### config.mk
export PLATFORM = sky130hd
export DESIGN_NAME = cond_eval
export DESIGN_NICKNAME = d
export VERILOG_FILES = /design/src/rtl/cond_eval_pkg.sv /design/src/rtl/cond_field_sel.sv /design/src/rtl/cond_table.sv /design/src/rtl/cond_eval.sv
export SDC_FILE = /design/constraint.sdc
export NUM_CORES = 1
export LEC_CHECK = 0
export BUFFER_PORTS_ARGS = -buffer_cell sky130_fd_sc_hd__buf_2
export CAP_MARGIN = 20
export CORE_AREA = 8 8 45 47
export DETAILED_ROUTE_END_ITERATION = 12
export DIE_AREA = 0 0 53 55
export GPL_ROUTABILITY_DRIVEN = 0
export PLACE_DENSITY = 0.56
export SLEW_MARGIN = 30
export SYNTH_ARGS = -nofsm -noshare
export SYNTH_HDL_FRONTEND = slang
export SYNTH_SLANG_ARGS = --single-unit
### constraint.sdc
create_clock -name vclk -period 1.3
set_input_delay 0.13 -clock vclk [all_inputs]
set_output_delay 0.13 -clock vclk [all_outputs]
set_load 0.02 [all_outputs]
### src/rtl/cond_eval_pkg.sv
package cond_eval_pkg;
  localparam int CODE_W    = 4;
  localparam int NUM_CODES = 1 << CODE_W;

  typedef struct packed {
    logic n;
    logic z;
    logic c;
    logic v;
  } flags_t;

  function automatic logic cond_holds(logic [CODE_W-1:0] code, flags_t f);
    logic r;
    case (code)
      4'h0:    r = f.z;
      4'h1:    r = !f.z;
      4'h2:    r = f.c;
      4'h3:    r = !f.c;
      4'h4:    r = f.n;
      4'h5:    r = !f.n;
      4'h6:    r = f.v;
      4'h7:    r = !f.v;
      4'h8:    r = f.c && !f.z;
      4'h9:    r = !f.c || f.z;
      4'hA:    r = (f.n == f.v);
      4'hB:    r = (f.n != f.v);
      4'hC:    r = !f.z && (f.n == f.v);
      4'hD:    r = f.z || (f.n != f.v);
      default: r = 1'b1;
    endcase
    return r;
  endfunction
endpackage

### src/rtl/cond_field_sel.sv
module cond_field_sel
  import cond_eval_pkg::*;
#(
  parameter int          INSTR_W  = 32,
  parameter int          NARROW_W = 16,
  parameter logic [3:0]  BR_MARK  = 4'hD
) (
  input  logic               mode16_i,
  input  logic [INSTR_W-1:0] instr_i,
  output logic [CODE_W-1:0]  code_o,
  output logic               cond_branch_o,
  output logic               bypass_o
);
  localparam int WIDE_LSB   = INSTR_W - CODE_W;
  localparam int MARK_LSB   = NARROW_W - CODE_W;
  localparam int NARROW_LSB = MARK_LSB - CODE_W;

  logic [CODE_W-1:0] mark;
  logic              is_br;
  logic              unused_bits;

  assign mark        = instr_i[MARK_LSB +: CODE_W];
  assign is_br       = (mark == BR_MARK);
  assign unused_bits = ^instr_i[NARROW_LSB-1:0];

  always_comb begin
    if (mode16_i) begin
      code_o        = instr_i[NARROW_LSB +: CODE_W];
      cond_branch_o = is_br;
      bypass_o      = !is_br;
    end else begin
      code_o        = instr_i[WIDE_LSB +: CODE_W];
      cond_branch_o = 1'b0;
      bypass_o      = 1'b0;
    end
  end
endmodule

### src/rtl/cond_table.sv
module cond_table
  import cond_eval_pkg::*;
(
  input  flags_t               flags_i,
  output logic [NUM_CODES-1:0] hold_o
);
  for (genvar k = 0; k < NUM_CODES; k++) begin : g_code
    assign hold_o[k] = cond_holds(CODE_W'(k), flags_i);
  end

  always_comb begin
    for (int m = 0; m < NUM_CODES/2 - 1; m++) begin
      AST_PAIR_COMPLEMENT: assert (hold_o[2*m] != hold_o[2*m+1])
        else $error("pair %0d not complementary", m);
    end
    AST_ALWAYS_PAIR: assert (hold_o[14] && hold_o[15]) else $error("always codes failed");
    AST_GT_WITHIN_GE: assert (!hold_o[12] || hold_o[10]) else $error("12 without 10");
    AST_HI_EXCLUDES_EQ: assert (!hold_o[8] || !hold_o[0]) else $error("8 with Z set");
  end
endmodule

### src/rtl/cond_eval.sv
module cond_eval
  import cond_eval_pkg::*;
#(
  parameter int INSTR_W  = 32,
  parameter int NARROW_W = 16
) (
  input  logic               mode16_i,
  input  logic [INSTR_W-1:0] instr_i,
  input  logic [3:0]         flags_i,
  output logic               pass_o,
  output logic               cond_branch_o
);
  logic [CODE_W-1:0]    code;
  logic                 bypass;
  logic [NUM_CODES-1:0] hold;

  cond_field_sel #(
    .INSTR_W (INSTR_W),
    .NARROW_W(NARROW_W),
    .BR_MARK (4'hD)
  ) u_sel (
    .mode16_i     (mode16_i),
    .instr_i      (instr_i),
    .code_o       (code),
    .cond_branch_o(cond_branch_o),
    .bypass_o     (bypass)
  );

  cond_table u_tab (
    .flags_i(flags_t'(flags_i)),
    .hold_o (hold)
  );

  assign pass_o = bypass || hold[code];

  always_comb begin
    if (mode16_i && !cond_branch_o)
      AST_NARROW_BYPASS: assert (pass_o) else $error("narrow non-branch blocked");
    if (!mode16_i)
      AST_WIDE_NO_BRANCH: assert (!cond_branch_o) else $error("branch flag in wide mode");
  end
endmodule

### After elaboration in Yosys (flattened, before gate mapping)

Index checks and enable logic that the tools add are counted.
W data, S select, Z words.

| storage, ports and cells | value |
|---|---|
| bits in registers | 0 |
| output and inout bits | 2 |

| operators by class | value |
|---|---|
| reductions and logical operators | 10 |
| mux-type cells | 5 |
| $lt $le $gt $ge | 1 |
| equal/unequal tests | 3 |

Operator list:

| kind | count |
|---|---|
| $logic_not A1 Y1 | 5 |
| $lt A4 B5 Y1 const B | 1 |
| $bmux W1 S4 | 1 |
| $eq A4 B4 Y1 const B | 1 |
| $mux W4 | 1 |
| $logic_or A1 B1 Y1 | 3 |
| $mux W1 | 3 |
| $logic_and A1 B1 Y1 | 2 |
| $eq A1 B1 Y1 | 1 |
| $ne A1 B1 Y1 | 1 |

### Depth between registers and ports, before layout

| logic depth | value |
|---|---|
| word-level depth | 5 |
| mapped depth | 6 |
| depth with buffers taken out | 5 |

### By module

A second synthesis with hierarchy kept.

| second synthesis, totals | value |
|---|---|
| cell total of the unflattened synthesis | 35 |
| area, all modules | 306.5 um^2 |

Modules (own cells, without submodules):

| module | cells each | area each (um^2) | times used | sequential area each (um^2) |
|---|---|---|---|---|
| cond_eval | 10 | 136.4 | 1 | 0.0 |
| cond_table | 17 | 101.3 | 1 | 0.0 |
| cond_field_sel | 8 | 68.8 | 1 | 0.0 |

### Worst setup path after synthesis

OpenSTA, ideal clock, no wires.

| timing | value |
|---|---|
| path type | input to output |
| start | input mode16_i |
| end | output pass_o |
| setup slack | 0.009 ns |
| stages on the path | 6 |
| buffers on the path | 1 |
| arrival | 1.161 ns |
| required time | 1.170 ns |
| path through | buf_6 > mux2i_2 > nor2b_1 > o211ai_1 > and2_1 > o211ai_2 |

| between the ends | value |
|---|---|
| cells in the longest elaborated chain, start to end | 4 |
| elaborated cells between the ends (all ways) | 5 |
| those cells by class | mux: 4; reduce/logical: 1 |

RTL lines:

| item | line | source |
|---|---|---|
| from (decl) | cond_eval.sv:7 | `input logic mode16_i,` |
| $mux W4 | cond_field_sel.sv:27 | `if (mode16_i) begin` |
| $bmux W1 S4 | cond_eval.sv:34 | `assign pass_o = bypass \|\| hold[code];` |
| $mux W1 (implied by the code) | cond_eval.sv:34 |  |
| $logic_or A1 B1 Y1 * | cond_eval.sv:34 |  |
| to (decl) | cond_eval.sv:10 | `output logic pass_o,` |

Mark *: on every way between the ends. The rest lies on a longest branch, timed or not. The select of a mux whose other input is x is not followed.

### Worst setup path after layout

Ends and elaborated chain as after synthesis.

==> impl_results.md <==
- Run status: finished with violations
- Failing checks: negative setup slack
- Overall power of the completed layout: ~0.18 mW
- Antenna fix cells: 0
- Combined buffer and inverter count along the critical path: 2
- Path category of the worst min-delay check: input port to output pin
- Die height: 55 um
- Number of distinct library cell variants in the gate-level netlist after synthesis: 22
- Part of the cycle the worst path needs: 105%
- Syn avg cell area: 6.95 um2
- Final Core Density: 34.9%
- Capturing element type of the critical path: output pin
- Clock buffer cells: 0
- Delay-heaviest family, CP: simple AND/OR/NAND/NOR gates
- RSZ-0062 raised after global routing: yes
- Power Dens Cells: 374 nW/um2
- 1st-pass router iterations: 5
- Switching share of total power: 43.0%
- Leading cell types in the layout, fill and taps excluded: sky130_fd_sc_hd__buf_2, sky130_fd_sc_hd__buf_4, sky130_fd_sc_hd__nor2_1
- Placement Rows: 14
- Net Sw Power: 0.0776 mW
- Drt wl/cell: roughly 11 um
- Max FO, Critical Path: 7
- Number of I/O port buffers: 19
- Total core area: 1380 um2
- Post-synthesis instance area: roughly 260 um2
- Commonest non-fill, non-tap cell in the layout: sky130_fd_sc_hd__buf_2
- Final Net Count: roughly 100
- Global-route wire length before repair: 1480 um
- Post-placement setup slack: -0.172 ns
- Final HPWL from detailed placement: 763 um
- Cells traversed along the worst timing path: buf_12 -> mux2i_4 -> nor2b_4 -> o211ai_1 -> and2_1 -> o211ai_2 -> buf_6
- Final-report setup violation count: 1
- Required time of the worst setup path: 1.17 ns
- Combinational cell fraction of total power: 100.0%
- Die Width: about 53 um
- Register share of total power: 0%
- Slack of the critical path: -0.0658 ns
- Worst endpoint data arrival time: 1.24 ns
- Number of design rule violations left after detail routing: 0
- Number of endpoints with negative hold slack in the final report: 0
- Via count of the first global-routing pass: 389
- Sequential area share after synthesis: 0%
- Maximum ir drop on the vdd rail: 110 uV
- Peak clock frequency supported by timing: between 0.7 and 0.8 GHz
- Routed Antenna Nets: 0
- Iteration-0 DRC count of the detailed router: 3
- Synthesized instance count: 38
- Static Leak: between 0.2 and 0.25 nW
- Count of boundary I/O pins: 39
- Internal Power: between 0.1 and 0.15 mW
- Transition time at the pin with the least slew margin: 0.251 ns
- Setup CP Type: input port to output pin
- Layout sequential cell count: 0
- Part of the power in the clock network: 0%
- Global router's overall resource usage: 6.11%
- Full die area: ~2900 um2
- Max-cap viol count: 0
- Total number of yosys warnings: 0
- Footprint of the flip-flops and latches: 0 um2
- Synth-to-layout area growth: 82.9%
- Sum of overflow across all layers after global routing: 0
- Final critical delay including setup and external delays: 1.37 ns
- Starting utilization of the core area: a little under a fifth
- Wirelength, routed: 887 um
- Via density: 4.56
- Highest-delay cell along the critical path: sky130_fd_sc_hd__mux2i_4
- Ratio of cells with drive above 1 in the final layout: 52.3%
- Initial antenna violation count: 0
- Largest stage delay on the critical path: 0.24 ns
- Area post-placement: between 400 and 500 um2
- Post-CTS Hold Buffers: 0
- Type of element launching the critical path: input port
- Worst slew margin relative to its limit: between 80% and 90%
- Number of vias after detailed routing: 369
- Synthesized net count: 75
- Total count of max-transition violations in the final report: 0
- Post-layout instance area: 483 um2
- Pin count of the biggest net entering global routing: 8
[cells in the mapped netlist, drive strengths merged]
cell type / number / area, um2
inv: 2 / 7.51
nor3: 1 / 5.00
buf: 1 / 11.3
o22a: 1 / 8.76
or3: 1 / 6.26
nand3: 1 / 5.00
xor2: 1 / 8.76
nand4: 1 / 6.26
xnor2: 1 / 8.76
nor2: 5 / 18.8
o211ai: 4 / 40.0
mux2i: 4 / 47.6
o21ai: 1 / 5.00
and2: 1 / 6.26
nand2: 4 / 15.0
nor2b: 3 / 18.8
a32o: 1 / 10.0
nand4b: 1 / 8.76
nand2b: 3 / 18.8
o21a: 1 / 7.51
[what timing repair did]
item                                    in CTS  in global routing
endpoints found under the setup margin       1                  1
buffers inserted                             2                  0
pin swaps                                    4                  0
endpoints found under the hold margin        0                  0
gates resized for setup                      8                  3
[cells by family after synthesis]
group,synth area share [%]
AND/OR/NAND/NOR,41.2
AO/OA/AOI/OAI,27.0
XOR/XNOR,6.64
multiplexers,18.0
buffers and inverters,7.11
[power groups by stage]
stage	registers, mW	clock network, mW	logic, mW
2_1_floorplan	0	0	0.0874
3_3_place_gp	0	0	0.149
3_5_place_dp	0	0	0.151
4_1_cts	0	0	0.178
5_1_grt	0	0	0.199
6_report	0	0	0.180
[metal layers]
metal	vias up	routed length [um]	part of all wire [%]	global-route usage, %
met1	162	380	43	7.26
li1	191	-	-	-
met2	14	452	51	11.5
met4	0	14	1.6	1.29
met5	-	0	0	0
met3	2	39	4.4	0.535
[worst paths after layout]
path                    start       endpoint  slack [ns]  depth (start not counted)
hold / removal    instr_i[13]  cond_branch_o        0.63                          4
setup / recovery     mode16_i         pass_o       -0.07                          7
[layout make-up]
| cell class | count | area (um2) |
|---|---|---|
| fillers | 156 | 901 |
| inverters | 2 | 7.51 |
| multi-input cells | 35 | 269 |
| well taps | 16 | 20.0 |
| repair buffers | 28 | 186 |
[metrics by stage]
step                hold slack (ns)  setup TNS, ns  instances
floorplan                     0.438              0         38
global placement              0.631         -0.175         79
detailed placement            0.634         -0.172         79
CTS                           0.636        -0.0464         81
global route                  0.666         -0.161         81
finish                        0.630        -0.0658         81
No activity file was read; power rests on OpenSTA's default activity.
